$ cat src/rtl/gpio_mux_pkg.sv
package gpio_mux_pkg;

  localparam int ADDR_W = 4;

  typedef enum logic [ADDR_W-1:0] {
    A_OWN_TAKE  = 4'd0,
    A_OWN_REL   = 4'd1,
    A_OWN_STAT  = 4'd2,
    A_PICK_A    = 4'd3,
    A_PICK_B    = 4'd4,
    A_PICK_STAT = 4'd5,
    A_DRV_ON    = 4'd6,
    A_DRV_OFF   = 4'd7,
    A_DRV_STAT  = 4'd8,
    A_LVL_HI    = 4'd9,
    A_LVL_LO    = 4'd10,
    A_LVL_STAT  = 4'd11,
    A_PU_ON     = 4'd12,
    A_PU_OFF    = 4'd13,
    A_PU_STAT   = 4'd14,
    A_PIN_STAT  = 4'd15
  } reg_addr_e;

  // next state of a set/clear status register; forced bits always read 1
  function automatic logic [31:0] setclr_next(input logic [31:0] cur,
                                              input logic [31:0] set_v,
                                              input logic [31:0] clr_v,
                                              input logic [31:0] forced);
    setclr_next = ((cur | set_v) & ~clr_v) | forced;
  endfunction

endpackage

$ cat src/rtl/gpio_setclr_reg.sv
module gpio_setclr_reg #(
  parameter int          W       = 32,
  parameter logic [W-1:0] RST_VAL = '0,
  parameter logic [W-1:0] FORCED  = '0
) (
  input  logic         clk,
  input  logic         rst_n,
  input  logic [W-1:0] set_vec,
  input  logic [W-1:0] clr_vec,
  output logic [W-1:0] q
);
  import gpio_mux_pkg::*;

  logic [W-1:0] q_nxt;
  logic         any_write;

  assign any_write = |(set_vec | clr_vec);

  always_comb begin
    logic [31:0] t;
    t     = setclr_next(32'(q), 32'(set_vec), 32'(clr_vec), 32'(FORCED));
    q_nxt = t[W-1:0];
  end

  always_ff @(posedge clk or negedge rst_n) begin
    if (!rst_n) q <= RST_VAL | FORCED;
    else        q <= q_nxt;
  end

  AST_SET_TAKES: assert property (@(posedge clk) disable iff (!rst_n)
    (|set_vec) |=> ((q & $past(set_vec)) == $past(set_vec)));
  AST_CLR_TAKES: assert property (@(posedge clk) disable iff (!rst_n)
    (|clr_vec) |=> ((q & $past(clr_vec) & ~FORCED) == '0));
  AST_IDLE_HOLDS: assert property (@(posedge clk) disable iff (!rst_n)
    !any_write |=> $stable(q));
  AST_FORCED_ONES: assert property (@(posedge clk) disable iff (!rst_n)
    (q & FORCED) == FORCED);

endmodule

$ cat src/rtl/gpio_in_sync.sv
module gpio_in_sync #(
  parameter int W = 32
) (
  input  logic         clk,
  input  logic         rst_n,
  input  logic [W-1:0] d,
  output logic [W-1:0] q
);
  logic [W-1:0] meta;

  always_ff @(posedge clk or negedge rst_n) begin
    if (!rst_n) begin
      meta <= '0;
      q    <= '0;
    end else begin
      meta <= d;
      q    <= meta;
    end
  end

endmodule

$ cat src/rtl/gpio_out_mux.sv
module gpio_out_mux #(
  parameter int W = 32
) (
  input  logic [W-1:0] own,
  input  logic [W-1:0] pick,
  input  logic [W-1:0] drv,
  input  logic [W-1:0] lvl,
  input  logic [W-1:0] pa_oe,
  input  logic [W-1:0] pa_out,
  input  logic [W-1:0] pb_oe,
  input  logic [W-1:0] pb_out,
  output logic [W-1:0] oe,
  output logic [W-1:0] dout
);
  for (genvar i = 0; i < W; i++) begin : g_pin
    logic per_oe, per_out;
    assign per_oe  = pick[i] ? pb_oe[i]  : pa_oe[i];
    assign per_out = pick[i] ? pb_out[i] : pa_out[i];
    assign oe[i]   = own[i] ? drv[i] : per_oe;
    assign dout[i] = own[i] ? lvl[i] : per_out;
  end

endmodule

$ cat src/rtl/gpio_mux_ctrl.sv
module gpio_mux_ctrl #(
  parameter int          NPIN       = 32,
  parameter logic [31:0] MUXED_MASK = 32'hFFFF_FFFF,
  parameter logic [31:0] OWN_RST    = 32'hFFFF_FFFF
) (
  input  logic        clk,
  input  logic        rst_n,
  input  logic [3:0]  bus_addr,
  input  logic        bus_we,
  input  logic [31:0] bus_wdata,
  output logic [31:0] bus_rdata,
  input  logic [31:0] pin_in,
  output logic [31:0] pin_oe,
  output logic [31:0] pin_out,
  output logic [31:0] pin_pu_en,
  input  logic [31:0] pa_oe,
  input  logic [31:0] pa_out,
  input  logic [31:0] pb_oe,
  input  logic [31:0] pb_out,
  output logic [31:0] pa_in,
  output logic [31:0] pb_in
);
  import gpio_mux_pkg::*;

  localparam logic [NPIN-1:0] FIXED_OWN = ~MUXED_MASK[NPIN-1:0];

  // decoded write strobes brought out as named wires
  logic [NPIN-1:0] own_set, own_clr, pick_set, pick_clr;
  logic [NPIN-1:0] drv_set, drv_clr, lvl_set, lvl_clr, pu_set, pu_clr;
  logic [NPIN-1:0] own_q, pick_q, drv_q, lvl_q, pu_q, pin_q;

  function automatic logic [NPIN-1:0] strobe(input reg_addr_e a);
    strobe = (bus_we && bus_addr == a) ? bus_wdata[NPIN-1:0] : '0;
  endfunction

  assign own_set  = strobe(A_OWN_TAKE) & MUXED_MASK[NPIN-1:0];
  assign own_clr  = strobe(A_OWN_REL)  & MUXED_MASK[NPIN-1:0];
  assign pick_set = strobe(A_PICK_B);
  assign pick_clr = strobe(A_PICK_A);
  assign drv_set  = strobe(A_DRV_ON);
  assign drv_clr  = strobe(A_DRV_OFF);
  assign lvl_set  = strobe(A_LVL_HI);
  assign lvl_clr  = strobe(A_LVL_LO);
  assign pu_set   = strobe(A_PU_OFF);
  assign pu_clr   = strobe(A_PU_ON);

  gpio_setclr_reg #(.W(NPIN), .RST_VAL(OWN_RST[NPIN-1:0]), .FORCED(FIXED_OWN)) u_own (
    .clk(clk), .rst_n(rst_n), .set_vec(own_set), .clr_vec(own_clr), .q(own_q));
  gpio_setclr_reg #(.W(NPIN), .RST_VAL('0), .FORCED('0)) u_pick (
    .clk(clk), .rst_n(rst_n), .set_vec(pick_set), .clr_vec(pick_clr), .q(pick_q));
  gpio_setclr_reg #(.W(NPIN), .RST_VAL('0), .FORCED('0)) u_drv (
    .clk(clk), .rst_n(rst_n), .set_vec(drv_set), .clr_vec(drv_clr), .q(drv_q));
  gpio_setclr_reg #(.W(NPIN), .RST_VAL('0), .FORCED('0)) u_lvl (
    .clk(clk), .rst_n(rst_n), .set_vec(lvl_set), .clr_vec(lvl_clr), .q(lvl_q));
  gpio_setclr_reg #(.W(NPIN), .RST_VAL('0), .FORCED('0)) u_pu (
    .clk(clk), .rst_n(rst_n), .set_vec(pu_set), .clr_vec(pu_clr), .q(pu_q));

  gpio_in_sync #(.W(NPIN)) u_sync (
    .clk(clk), .rst_n(rst_n), .d(pin_in[NPIN-1:0]), .q(pin_q));

  gpio_out_mux #(.W(NPIN)) u_mux (
    .own(own_q), .pick(pick_q), .drv(drv_q), .lvl(lvl_q),
    .pa_oe(pa_oe[NPIN-1:0]), .pa_out(pa_out[NPIN-1:0]),
    .pb_oe(pb_oe[NPIN-1:0]), .pb_out(pb_out[NPIN-1:0]),
    .oe(pin_oe[NPIN-1:0]), .dout(pin_out[NPIN-1:0]));

  assign pin_pu_en[NPIN-1:0] = ~pu_q;
  assign pa_in = pin_in;
  assign pb_in = pin_in;

  if (NPIN < 32) begin : g_pad
    assign pin_oe[31:NPIN]    = '0;
    assign pin_out[31:NPIN]   = '0;
    assign pin_pu_en[31:NPIN] = '0;
  end

  always_comb begin
    bus_rdata = '0;
    case (reg_addr_e'(bus_addr))
      A_OWN_STAT:  bus_rdata[NPIN-1:0] = own_q;
      A_PICK_STAT: bus_rdata[NPIN-1:0] = pick_q;
      A_DRV_STAT:  bus_rdata[NPIN-1:0] = drv_q;
      A_LVL_STAT:  bus_rdata[NPIN-1:0] = lvl_q;
      A_PU_STAT:   bus_rdata[NPIN-1:0] = pu_q;
      A_PIN_STAT:  bus_rdata[NPIN-1:0] = pin_q;
      default:     bus_rdata = '0;
    endcase
  end

  // age counter so the synchronizer check never looks before reset
  logic [1:0] sync_age;
  always_ff @(posedge clk or negedge rst_n) begin
    if (!rst_n)             sync_age <= '0;
    else if (sync_age != 3) sync_age <= sync_age + 2'd1;
  end

  AST_SYNC_DEPTH: assert property (@(posedge clk) disable iff (!rst_n)
    (sync_age == 2'd3) |-> (pin_q == $past(pin_in[NPIN-1:0], 2)));
  AST_UNMUXED_OWN: assert property (@(posedge clk) disable iff (!rst_n)
    ((own_q & FIXED_OWN) == FIXED_OWN));
  AST_PICK_FREE: assert property (@(posedge clk) disable iff (!rst_n)
    (|pick_set) |=> $stable(own_q));
  AST_PU_OPPOSITE: assert property (@(posedge clk) disable iff (!rst_n)
    (|pu_clr) |=> ((pin_pu_en[NPIN-1:0] & $past(pu_clr)) == $past(pu_clr)));

endmodule

$ cat config.mk
export PLATFORM = sky130hd
export DESIGN_NAME = gpio_mux_ctrl
export DESIGN_NICKNAME = d
export VERILOG_FILES = /design/src/rtl/gpio_mux_pkg.sv /design/src/rtl/gpio_setclr_reg.sv /design/src/rtl/gpio_in_sync.sv /design/src/rtl/gpio_out_mux.sv /design/src/rtl/gpio_mux_ctrl.sv
export SDC_FILE = /design/constraint.sdc
export NUM_CORES = 1
export LEC_CHECK = 0
export BUFFER_PORTS_ARGS = -buffer_cell sky130_fd_sc_hd__buf_2
export CAP_MARGIN = 20
export CELL_PAD_IN_SITES_DETAIL_PLACEMENT = 0
export CELL_PAD_IN_SITES_GLOBAL_PLACEMENT = 1
export CORE_ASPECT_RATIO = 1.2
export CORE_MARGIN = 4
export CORE_UTILIZATION = 41
export CTS_BUF_LIST = sky130_fd_sc_hd__clkbuf_2
export CTS_CLUSTER_SIZE = 8
export DETAILED_ROUTE_END_ITERATION = 7
export HOLD_SLACK_MARGIN = 0.05
export PLACE_DENSITY_LB_ADDON = 0.1
export SYNTH_ARGS = -nofsm -noshare
export SYNTH_HDL_FRONTEND = slang
export SYNTH_HIERARCHICAL = 1
export SYNTH_SLANG_ARGS = --single-unit
$ cat constraint.sdc
create_clock -name clk -period 2.1 [get_ports clk]
set_clock_uncertainty 0.15 [all_clocks]
set_input_delay 0.42 -clock clk [delete_from_list [all_inputs] [get_ports clk]]
set_output_delay 0.42 -clock clk [all_outputs]
set_load 0.01 [all_outputs]
### Yosys cells after proc, flatten, opt, wreduce, memory -nomap -nowiden

Index checks and enable logic that the tools add are counted.

| word-level totals | value |
|---|---|
| bits in registers | 224 |
| word-level logic and storage cells | 188 |

| operators by class | value |
|---|---|
| eq/ne operators | 15 |
| muxes and demuxes | 139 |
| bitwise operators | 16 |
| reduce and logical (&&, ||, !) cells | 11 |

Operators with widths:

| operator | number |
|---|---|
| $mux W32 | 10 |
| $not A32 Y32 | 6 |
| $pmux W32 S6 | 1 |
| $and A32 B32 Y32 | 5 |
| $or A32 B32 Y32 | 5 |
| $mux W1 | 128 |
| $eq A4 B4 Y1 const B | 8 |
| $eq A4 B3 Y1 const B | 4 |
| $logic_and A1 B1 Y1 | 10 |
| $eq A4 B2 Y1 const B | 2 |
| $eq A4 B1 Y1 const B | 1 |
| $logic_not A4 Y1 | 1 |

### Depth between registers and ports, before layout

Gate-level depths: netlist (run 1).

| depth | value |
|---|---|
| depth in word-level cells | 5 |
| gate-level depth with buffers | 7 |

### By module

Netlist (run 1), hierarchy kept.

By module, submodules not included:

| module | instances | cells each | area an instance (um^2) | seq. area each (um^2) |
|---|---|---|---|---|
| gpio_setclr_reg (u_drv ...) | 4 | 64 | 1121.1 | 800.8 |
| gpio_mux_ctrl | 1 | 667 | 4448.0 | 0.0 |
| gpio_in_sync | 1 | 64 | 1601.5 | 1601.5 |
| gpio_out_mux | 1 | 192 | 1201.2 | 0.0 |
| gpio_setclr_reg (u_own) | 1 | 64 | 1161.1 | 840.8 |

### Least setup slack after synthesis (run 1)

Ideal clock, no wire load.

| path | value |
|---|---|
| kind | input -> output |
| from | in bus_addr[2] |
| to | out bus_rdata[10] |
| data arrival time | 1.521 ns |
| required time | 1.530 ns |
| path slack | 0.009 ns |
| stages | 5 |
| cells stage by stage | buf_6 buf_2 mux2_2 a222oi_1 o31ai_1 |

| on the way | value |
|---|---|
| longest elaborated chain between the ends | 2 |
| elaborated cells on any way between the ends | 7 |

RTL lines:

| element | line | source |
|---|---|---|
| start: declaration | gpio_mux_ctrl.sv:8 | `input logic [3:0] bus_addr,` |
| $eq A4 B4 Y1, or another cell as far along | gpio_mux_ctrl.sv:79 | `case (reg_addr_e'(bus_addr))` |
| $pmux W32 S6 (*) | gpio_mux_ctrl.sv:79 |  |
| end: declaration | gpio_mux_ctrl.sv:11 | `output logic [31:0] bus_rdata,` |

Mark *: on every way between the ends. The rest lies on a longest branch, timed or not.

### Worst setup path in the final report (run 1)

| path | value |
|---|---|
| from | reg u_own.q[27] |
| to | out bus_rdata[27] |

| on the way | value |
|---|---|
| longest elaborated chain between the ends | 1 |

RTL lines:

| element | line | source |
|---|---|---|
| start: declaration | gpio_setclr_reg.sv:10 | `output logic [W-1:0] q` |
| start signal: assignment | gpio_setclr_reg.sv:26 | `if (!rst_n) q <= RST_VAL \| FORCED;` |
| start signal: assignment | gpio_setclr_reg.sv:27 | `else q <= q_nxt;` |
| $pmux W32 S6 | gpio_mux_ctrl.sv:79 |  |

Every way passes these cells.

==> metrics.md, run 1 <==
| Metric | Value |
|---|---|
| Fin. Hold Viols | `0` |
| Final wirelength | `44,370 um` |
| DR iter-0 viols | `637` |
| Share of cells above drive strength 1 | `46.17%` |
| Most common cell after layout, fill and taps aside | `buf_2` |
| Reg clk slew, reported paths | `0.09 ns` |
| Clk_lat worst skew | `a little over 0.8 ns` |
| Avg Synthesized Cell Area | `just over 10 um2` |
| Hold Crit Class | `primary input to register` |
| Num CTS Buffers | `roughly 60` |
| Synth Instances | `1,243` |
| Number of enable flip-flop cells after synthesis | `0` |
| VDD IR-drop max | `~0.42 mV` |
| Die H | `202.3 um` |
| Residual DRC | `0` |
| Clock sink count | `between 200 and 250` |
| DP Wirelength | `30,200 um` |
| Achievable clock frequency | `358.7 MHz` |
| Mapped cell area | `12,900 um2` |
| Share of the synthesized area in the top cell type | `37.26%` |
| CP Class | `register to output port` |
| Vias in the first global route | `about 12,000` |
| First-pass GRT wire length | `slightly below 70,000 um` |
| Synth unique cells | `44` |
| RSZ-0062 raised after global routing | `true` |
| CTS tree | `built` |
| Reg-to-Reg End | `u_own/q[9]` |
| Fraction of registers with async set or reset after synthesis | `100.0%` |
| Hold endpoint | `u_sync/meta[1]` |
| Area leader, netlist | `dfrtp_1` |
| Routed Antenna Nets | `0` |
| Die width | `between 150 and 200 um` |
| MaxCap Viol Count | `0` |
| Core Region | `30,740 um2` |
| Power per cell area | `between 700 and 800 nW/um2` |
| Worst slew margin | `a little under three fifths` |
| Row cnt | `70` |
| Initial core utilization | `around two fifths` |
| I/O Pins | `about 390` |
| Status | `finished, violations left` |
| Violated checks | `negative setup slack` |
| Critical-path top delay cell | `dfstp_2` |
| Slew @ Worst Pin | `approximately 0.65 ns` |
| Initial antenna violation count | `4` |
| Register area share after synthesis | `43.78%` |
| Largest family of logic cells by synthesized area | `compound AO/OA/AOI/OAI gates` |
| Synth Area in Adders | `0%` |
| Synth Flop Type | `dfrtp_1` |
| Gp weighted congestion | `about 0.83` |
| CP required | `between 1.5 and 2 ns` |
| Tmin final | `approximately 2.8 ns` |
| Net count after synthesis | `roughly 1,400` |
| Static Leakage | `9.056 nW` |
| Deepest clock path buffer count | `3` |
| Start of the worst register-to-register path | `u_own/q[9]` |
| Overflow after GRT | `0` |
| Total number of vias | `about 11,000` |
| Synth Area in Simple Gates | `between 20% and 30%` |
| Worst Hold Depth | `2` |
| Synth top area cells | `dfrtp_1 (37%), and2_1 (16%), o21ba_1 (12%)` |
| Fin. max-slew vios | `0` |
| Syn-to-layout area delta | `42.64%` |
| Largest net degree at the start of global routing | `63` |
| Die area | `~34,000 um2` |
| Pre-antenna DRT Iters | `5` |
| Delay-heaviest family, CP | `flip-flops` |
| Xor/xnor share of the synthesized area | `0%` |
| Nets | `between 2,000 and 2,500` |
| Final period utilization | `132.8%` |
| Slowest stage delay, CP | `0.54 ns` |
| Number of synthesis warnings | `6` |
| Vias per cell | `a little over 5` |
| Startpoint Class | `register` |
| Power Total | `between 10 and 15 mW` |
| Compound-gate portion of the synthesized area | `between 20% and 30%` |
| Routed length per instance | `a little under 20 um` |
| Post-synthesis register bit count | `between 200 and 250` |
| Post-synthesis mux area share | `6.365%` |
| Most frequent cells in the layout | `buf_2 (367), and2_1 (320), dfrtp_1 (168)` |
| Utilization after layout | `between 50% and 60%` |
| Root buf cell | `clkbuf_2` |
| Critical Path AT | `between 2 and 2.5 ns` |
| Crit. Startpoint | `u_own/q[27]` |
| Final setup fails | `99` |
| FF-to-FF path depth | `4` |
| I/O Buffers | `between 300 and 400` |
| Crit end category | `output port` |
| CP Max Fanout | `2` |
| CP Cell Sequence | `or3b_1, a211o_1, nand3_2, buf_6` |
| Final worst slack | `-0.6879 ns` |
| CP Buf/Inv Count | `1` |
| R2R Setup Slk | `0.88 ns` |
| GRT Resource Usage Total | `between 20% and 30%` |
| Htree depth | `2` |
| Hold Startpoint | `pin_in[1]` |
==> metrics by stage <==
stage | setup slack [ns] | hold slack [ns] | cell area (um2) | std cells | setup TNS, ns
global placement | -0.3735 | 0.1702 | 15610 | 1986 | -19.10
detailed placement | -0.3801 | 0.1725 | 15610 | 1986 | -20.08
CTS | -0.7558 | 0.05807 | 18000 | 2237 | -35.54
global route | -0.8346 | 0.06018 | 18400 | 2253 | -41.69
floorplan | 0.009491 | -0.02559 | 12900 | 1243 | 0
finish | -0.6879 | 0.1264 | 18400 | 2253 | -28.47
==> power by group <==
group          internal (mW)  switching [mW]
combinational           2.52            1.97
clock                   1.23            1.84
sequential              5.23           0.948
==> how the worst max path moves through the flow <==
stage | endpoint | slack, ns | depth (start not counted)
after detailed placement | bus_rdata[13] | -0.38 | 7
after floorplan | bus_rdata[10] | 0.009 | 5
after global placement | bus_rdata[13] | -0.37 | 7
final | bus_rdata[27] | -0.69 | 4
after global routing | bus_rdata[24] | -0.83 | 4
after CTS | bus_rdata[27] | -0.76 | 4
==> state kept, by name, summed over array words and instances, names as in the netlist <==
signal	cells
u_drv/q	32
u_lvl/q	32
u_own/q	32
u_pick/q	32
u_pu/q	32
u_sync/meta	32
u_sync/q	32
==> layer usage <==
layer / track usage, % / wire (um) / share of wire (%) / vias up
li1: - / - / - / 5407
met1: 32.66 / 18560 / 42 / 5534
met2: 42.95 / 21840 / 49 / 426
met3: 4.264 / 2828 / 6.4 / 81
met4: 7.732 / 1096 / 2.5 / 6
met5: 0 / 37 / 0.083 / -
==> synth_stat cells (2+ instances only) <==
cell type,count
a221o_1,3
a222oi_1,7
a22o_1,3
a22oi_1,51
a31oi_1,7
a32o_1,3
and2_1,320
and3_1,12
and4_1,2
buf_2,14
buf_4,69
buf_6,6
clkbuf_1,14
clkbuf_2,22
dfrtp_1,192
dfstp_2,32
inv_1,33
mux2_2,15
mux2i_1,64
nand2_1,71
nand3_1,8
nor2_1,2
nor2_2,2
nor2b_1,4
nor3_2,5
nor3b_1,15
nor4b_4,2
o211ai_1,4
o21ai_0,5
o21ai_1,64
o21ba_1,160
o221ai_1,14
o31ai_1,7
==> layout make-up <==
type,instances,area [um2]
diodes,1,2.502
clock buffers,100,500.5
clock inverters,8,31.28
fillers,2732,12350
inverters,34,130.1
multi-input cells,860,6889
flip-flops and latches,224,5675
well taps,396,495.5
repair buffers,630,4671
==> logic make-up (layout without fill, tap and decap cells) <==
group,after synthesis,count (layout)
other cells,0,1
mux,80,80
buf+inv,159,772
flops,224,224
simple gates,450,450
compound gates,330,330
==> what timing repair did <==
action,CTS,global route
cloned,0,0
setup endpoints to repair,114,121
setup buffers,54,18
resized for setup,141,88
pin swaps,52,15
endpoints found under the hold margin,416,2
hold buffers,90,2
No activity file was read; power rests on OpenSTA's default activity.
==> inputs of run 2 (changes only) <==
--- a/config.mk
+++ b/config.mk
@@ -5,16 +5,17 @@
 export SDC_FILE = /design/constraint.sdc
 export NUM_CORES = 1
 export LEC_CHECK = 0
-export BUFFER_PORTS_ARGS = -buffer_cell sky130_fd_sc_hd__buf_2
+export ABC_CLOCK_PERIOD_IN_PS = 3500
 export CAP_MARGIN = 20
 export CELL_PAD_IN_SITES_DETAIL_PLACEMENT = 0
 export CELL_PAD_IN_SITES_GLOBAL_PLACEMENT = 1
 export CORE_ASPECT_RATIO = 1.2
 export CORE_MARGIN = 4
-export CORE_UTILIZATION = 41
+export CORE_UTILIZATION = 54
 export CTS_BUF_LIST = sky130_fd_sc_hd__clkbuf_2
 export CTS_CLUSTER_SIZE = 8
 export DETAILED_ROUTE_END_ITERATION = 7
+export DONT_BUFFER_PORTS = 1
 export HOLD_SLACK_MARGIN = 0.05
 export PLACE_DENSITY_LB_ADDON = 0.1
 export SYNTH_ARGS = -nofsm -noshare
==> constraint.sdc (replaced) <==
create_clock -name clk -period 3.5 [get_ports clk]
set_clock_uncertainty 0.15 [all_clocks]
set_input_delay 0.7 -clock clk [delete_from_list [all_inputs] [get_ports clk]]
set_output_delay 0.7 -clock clk [all_outputs]
set_load 0.01 [all_outputs]
==> metrics.md, run 2 (synthesis gave the netlist of run 1 again) <==
| Metric | Value |
|---|---|
| Clock sink count | `~220` |
| Overflow after GRT | `0` |
| Routed length per instance | `22.96 um` |
| I/O Buffers | `0` |
| Gp weighted congestion | `a little under 0.8` |
| Reg clk slew, reported paths | `0.11 ns` |
| CP Class | `register to output port` |
| Vias per cell | `slightly below 6` |
| Fillers | `around 2,100` |
| Final std cells w/o fill | `1,641` |
| Die area | `between 20,000 and 30,000 um2` |
| GRT Resource Usage Total | `between 20 and 30%` |
| Most frequent cells in the layout | `and2_1 (320), dfrtp_1 (192), o21ba_1 (160)` |
| Final setup fails | `0` |
| Fin. max-slew vios | `0` |
| Nets | `1,470` |
| Initial core utilization | `around 55%` |
| WHS | `-0.6004 ns` |
| Crit end category | `output port` |
| Fin. Hold Viols | `between 200 and 250` |
| Syn-to-layout area delta | `8.169%` |
| Reg-to-Reg End | `u_own/q[1]` |
| R2R Setup Slk | `around 2.5 ns` |
| Cell Int Power | `~4.5 mW` |
| Final wirelength | `37,680 um` |
| Slew @ Worst Pin | `0.9252 ns` |
| DP Wirelength | `24,460 um` |
| Sw Ratio | `34.62%` |
| Most common cell after layout, fill and taps aside | `and2_1` |
| Deepest clock path buffer count | `3` |
| Switching pwr | `between 2 and 2.5 mW` |
| Htree depth | `2` |
| Pre-antenna DRT Iters | `5` |
| Routed Antenna Nets | `0` |
| FF-to-FF path depth | `1` |
| Die width | `roughly 150 um` |
| Root buf cell | `clkbuf_2` |
| Hold Crit Class | `primary input to async pin` |
| Worst slew margin | `38.12%` |
| First-pass GRT wire length | `approximately 57,000 um` |
| Clk_lat worst skew | `between 0.8 and 0.9 ns` |
| Critical Path AT | `approximately 2.3 ns` |
| Largest net degree at the start of global routing | `225` |
| Total number of vias | `9,506` |
| Startpoint Class | `register` |
| Tmin final | `3.134 ns` |
| Placed Instances | `approximately 1,500` |
| Achievable clock frequency | `319.1 MHz` |
| Die H | `around 180 um` |
| Power Total | `roughly 6.9 mW` |
| Logic gate share of total power | `roughly a fifth` |
| Setup TNS | `0 ns` |
| Core Region | `23,350 um2` |
| CP Max Fanout | `6` |
| Violated checks | `negative hold slack` |
| Placed Area | `12,740 um2` |
| Final period utilization | `about nine tenths` |
| Status | `finished, violations left` |
| Initial antenna violation count | `1` |
| Start of the worst register-to-register path | `u_own/q[1]` |
| Row cnt | `approximately 60` |
| VDD IR-drop max | `approximately 0.27 mV` |
| Num CTS Buffers | `slightly above 60` |
| Clock network power share | `26.8%` |
| Hold-fix buffers at CTS | `65` |
| CP required | `2.65 ns` |
| Residual DRC | `0` |
| MaxCap Viol Count | `0` |
| Share of cells above drive strength 1 | `between 10% and 20%` |
| Share of total power in sequential cells | `between 50 and 60%` |
| DR iter-0 viols | `between 500 and 600` |
| Power per cell area | `around 500 nW/um2` |
| I/O Pins | `about 390` |
| Static Leakage | `around 6.4 nW` |
| Post-route cell area | `about 14,000 um2` |
| Vias in the first global route | `roughly 9,800` |
| CTS tree | `built` |
| RSZ-0062 raised after global routing | `false` |
-- run 2: timing repair --
item / 4_1_cts / 5_1_grt
hold endpoints to repair: 416 / 224
gates resized for setup: 0 / 0
setup buffers: 0 / 0
-- run 2: through the flow --
step	util, %	setup WS (ns)
after CTS	59.71	0.2885
after global placement	54.53	0.6405
final	59.73	0.3665
after floorplan	-	0.8495
after global routing	59.72	0.2610
after detailed placement	54.53	0.6445
-- run 2: layer usage --
metal	track usage, %	share of wire, %	up-vias	wire length [um]
met5	0	0	-	0
met2	47.82	49	431	18510
met4	8.928	2.7	0	1028
met3	6.634	7.7	77	2900
met1	35.07	40	4667	15240
li1	-	-	4331	-
-- run 2: worst max path at each step --
stage,depth (start not counted),endpoint,startpoint,slack [ns]
4_1_cts,3,bus_rdata[27],u_own/q[27],0.29
5_1_grt,3,bus_rdata[27],u_own/q[27],0.26
2_1_floorplan,5,bus_rdata[10],bus_addr[2],0.85
3_5_place_dp,3,bus_rdata[13],bus_addr[0],0.64
3_3_place_gp,3,bus_rdata[3],bus_addr[0],0.64
6_report,3,bus_rdata[27],u_own/q[27],0.37
-- run 2: area by class of cell --
type	count	area (um2)	share of cell area [%]
multi-input cells	860	6369	45.65
diodes	2	5.005	0.03588
inverters	34	127.6	0.9149
clock inverters	21	82.58	0.5920
well taps	315	394.1	2.825
repair buffers	90	850.8	6.099
flip-flops and latches	224	5645	40.47
clock buffers	95	475.5	3.408
-- run 2: power groups by stage --
stage | clock [mW] | sequential (mW) | combinational [mW]
after floorplan | 0 | 3.53 | 1.17
after global placement | 0 | 3.74 | 1.24
after detailed placement | 0 | 3.74 | 1.27
after CTS | 1.91 | 3.70 | 1.36
after global routing | 2.07 | 3.77 | 1.48
final | 1.85 | 3.70 | 1.35
-- run 2: worst max-delay path, cell delays in order (launching register included) --
cell and delay (ns):
dfstp_2 0.60, or3b_1 0.35, a211o_1 0.31, nand3_1 0.16
==> inputs of run 3 (changes only) <==
--- a/config.mk
+++ b/config.mk
@@ -11,7 +11,7 @@
 export CELL_PAD_IN_SITES_GLOBAL_PLACEMENT = 1
 export CORE_ASPECT_RATIO = 1.2
 export CORE_MARGIN = 4
-export CORE_UTILIZATION = 54
+export CORE_UTILIZATION = 53
 export CTS_BUF_LIST = sky130_fd_sc_hd__clkbuf_2
 export CTS_CLUSTER_SIZE = 8
 export DETAILED_ROUTE_END_ITERATION = 7
@@ -20,5 +20,4 @@
 export PLACE_DENSITY_LB_ADDON = 0.1
 export SYNTH_ARGS = -nofsm -noshare
 export SYNTH_HDL_FRONTEND = slang
-export SYNTH_HIERARCHICAL = 1
 export SYNTH_SLANG_ARGS = --single-unit
==> metrics.md, run 3 <==
| Metric | Value |
|---|---|
| Final period utilization | `89.40%` |
| Sequential cell area | `~5600 um2` |
| Pre-antenna DRT Iters | `5` |
| Htree depth | `2` |
| Vias in the first global route | `between 9,000 and 10,000` |
| Worst slew margin | `a little over a third` |
| Crit. Startpoint | `u_own.q[24]` |
| Final setup fails | `0` |
| MaxCap Viol Count | `0` |
| Fillers | `just under 2,000` |
| Worst slack at placement | `~0.64 ns` |
| Clock sink count | `around 220` |
| Register area share after synthesis | `50.17%` |
| Achievable clock frequency | `~320 MHz` |
| Nets | `~1,300` |
| Slew @ Worst Pin | `a little under 1 ns` |
| Core Region | `20,900 um2` |
| Die area | `~24,000 um2` |
| Largest net degree at the start of global routing | `between 200 and 250` |
| Status | `finished, violations left` |
| Die H | `between 150 and 200 um` |
| I/O Buffers | `0` |
| Tmin final | `about 3.1 ns` |
| Share of the synthesized area in the top cell type | `42.70%` |
| Residual DRC | `0` |
| Setup TNS | `0 ns` |
| Area leader, netlist | `dfrtp_1` |
| Vias per cell | `between 6 and 7` |
| Net count after synthesis | `between 1,000 and 1,500` |
| Initial antenna violation count | `3` |
| Total number of vias | `9,451` |
| Avg Synthesized Cell Area | `roughly 10 um2` |
| Critical Path AT | `roughly 2.3 ns` |
| Share of cells above drive strength 1 | `approximately 16%` |
| Initial core utilization | `a little over half` |
| RSZ-0062 raised after global routing | `false` |
| Placed Instances | `around 1,200` |
| Most frequent cell after synthesis | `dfrtp_1` |
| Fraction of registers with async set or reset after synthesis | `100.0%` |
| Power per cell area | `582.2 nW/um2` |
| Most frequent cells in the layout | `dfrtp_1 (192), a31oi_1 (161), a21oi_1 (160)` |
| Violated checks | `negative hold slack` |
| VDD IR-drop max | `0.2787 mV` |
| Synth unique cells | `39` |
| Most common cell after layout, fill and taps aside | `dfrtp_1` |
| Die width | `roughly 140 um` |
| Startpoint Class | `register` |
| First-pass GRT wire length | `57,500 um` |
| CP required | `approximately 2.7 ns` |
| PostCTS Resize Cnt | `0` |
| GRT Resource Usage Total | `approximately a third` |
| DP Wirelength | `~24,000 um` |
| Power Total | `~6.9 mW` |
| Start of the worst register-to-register path | `u_own.q[13]` |
| Multi-input logic area | `4457 um2` |
| Fin. Hold Viols | `224` |
| Synth Flop Type | `dfrtp_1` |
| Synth Instances | `between 1,000 and 1,500` |
| Hold-fix buffers at CTS | `67` |
| Static Leakage | `around 5 nW` |
| Row cnt | `58` |
| Number of synthesis warnings | `0` |
| Final worst slack | `between 0.3 and 0.4 ns` |
| Post-CTS Setup Bufs | `0` |
| Crit end category | `output port` |
| WHS | `-0.6002 ns` |
| I/O Pins | `between 300 and 400` |
| Final wirelength | `just under 40,000 um` |
| Deepest clock path buffer count | `3` |
| Mapped cell area | `11,250 um2` |
| CP Class | `register to output port` |
| Utilization after layout | `between 50% and 60%` |
| Placed Area | `roughly 11,000 um2` |
| Synth top area cells | `dfrtp_1 (43%), a31oi_1 (9.0%), dfstp_2 (7.5%)` |
| Reg clk slew, reported paths | `0.10 ns` |
| Top cells by count, synth | `dfrtp_1 (192), a31oi_1 (161), a21oi_1 (160), nand2_1 (80), buf_4 (67)` |
| Overflow after GRT | `0` |
| Routed Antenna Nets | `0` |
| DR iter-0 viols | `~760` |
| Gp weighted congestion | `0.8547` |
| Post-synthesis register bit count | `224` |
| Clk_lat worst skew | `approximately 0.83 ns` |
| Num CTS Buffers | `56` |
| Syn-to-layout area delta | `5.983%` |
| Hold Crit Class | `primary input to async pin` |
| CTS tree | `built` |
| Routed length per instance | `about 27 um` |
| Fin. max-slew vios | `0` |
| CP Max Fanout | `6` |
| Final std cells w/o fill | `1,411` |
| Root buf cell | `clkbuf_2` |
| Post-route cell area | `about 12,000 um2` |
| Number of enable flip-flop cells after synthesis | `0` |
==> run 3: cell types whose count changed after synthesis, sizes merged, moves of 12 or more <==
cell    before  now
a31oi        7  161
clkbuf      36   48
a21oi        1  160
and2       320    5
o21ba      160    0
buf         89  131
o211ai       4   16
==> run 3: cell type report <==
type | instances | area share (%)
diodes | 1 | 0.02098
inverters | 35 | 1.102
multi-input cells | 689 | 37.37
well taps | 270 | 2.833
flip-flops and latches | 224 | 47.34
clock inverters | 4 | 0.1259
repair buffers | 91 | 7.135
clock buffers | 97 | 4.071
==> run 3: logic make-up (layout without fill, tap and decap cells) <==
logic type | Yosys count | count (layout) | share of synthesized area [%]
AOI/OAI and AO/OA | 493 | 493 | 26.64
buffers and inverters | 214 | 227 | 10.64
DFF | 224 | 224 | 50.17
muxes | 83 | 83 | 7.639
other | 0 | 1 | 0
and+or+nand+nor | 113 | 113 | 4.904
==> run 3: path summary, 6_finish.rpt <==
check | end | slack, ns | cells after the start
worst max-delay path | bus_rdata[24] | 0.37 | 3
worst min-delay path | u_drv.q[29] | -0.60 | 0
worst max register to register | u_own.q[13] | 2.42 | 2
worst min register to register | u_sync.q[6] | 0.19 | 0
max in group asynchronous | u_own.q[9] | 3.33 | 0
min in group clk | u_own.q[25] | 0.15 | 4
==> run 3: worst max-delay path, cell delays in order (launching register included) <==
cell and delay, ns:
dfstp_2 0.59, or3b_1 0.35, a211o_1 0.30, o211ai_1 0.21
==> run 3: per-layer routing <==
| layer | track usage (%) | vias up | part of all wire [%] |
|---|---|---|---|
| met5 | 0 | - | 0.070 |
| met4 | 11.08 | 4 | 3.0 |
| met3 | 8.855 | 102 | 10 |
| met2 | 51.52 | 584 | 49 |
| met1 | 40.90 | 4640 | 38 |
| li1 | - | 4121 | - |
==> run 3: where the power goes <==
group | switching [mW] | internal, mW | total, mW
combinational | 0.864 | 0.602 | 1.47
clock | 1.06 | 0.707 | 1.77
sequential | 0.585 | 3.13 | 3.71
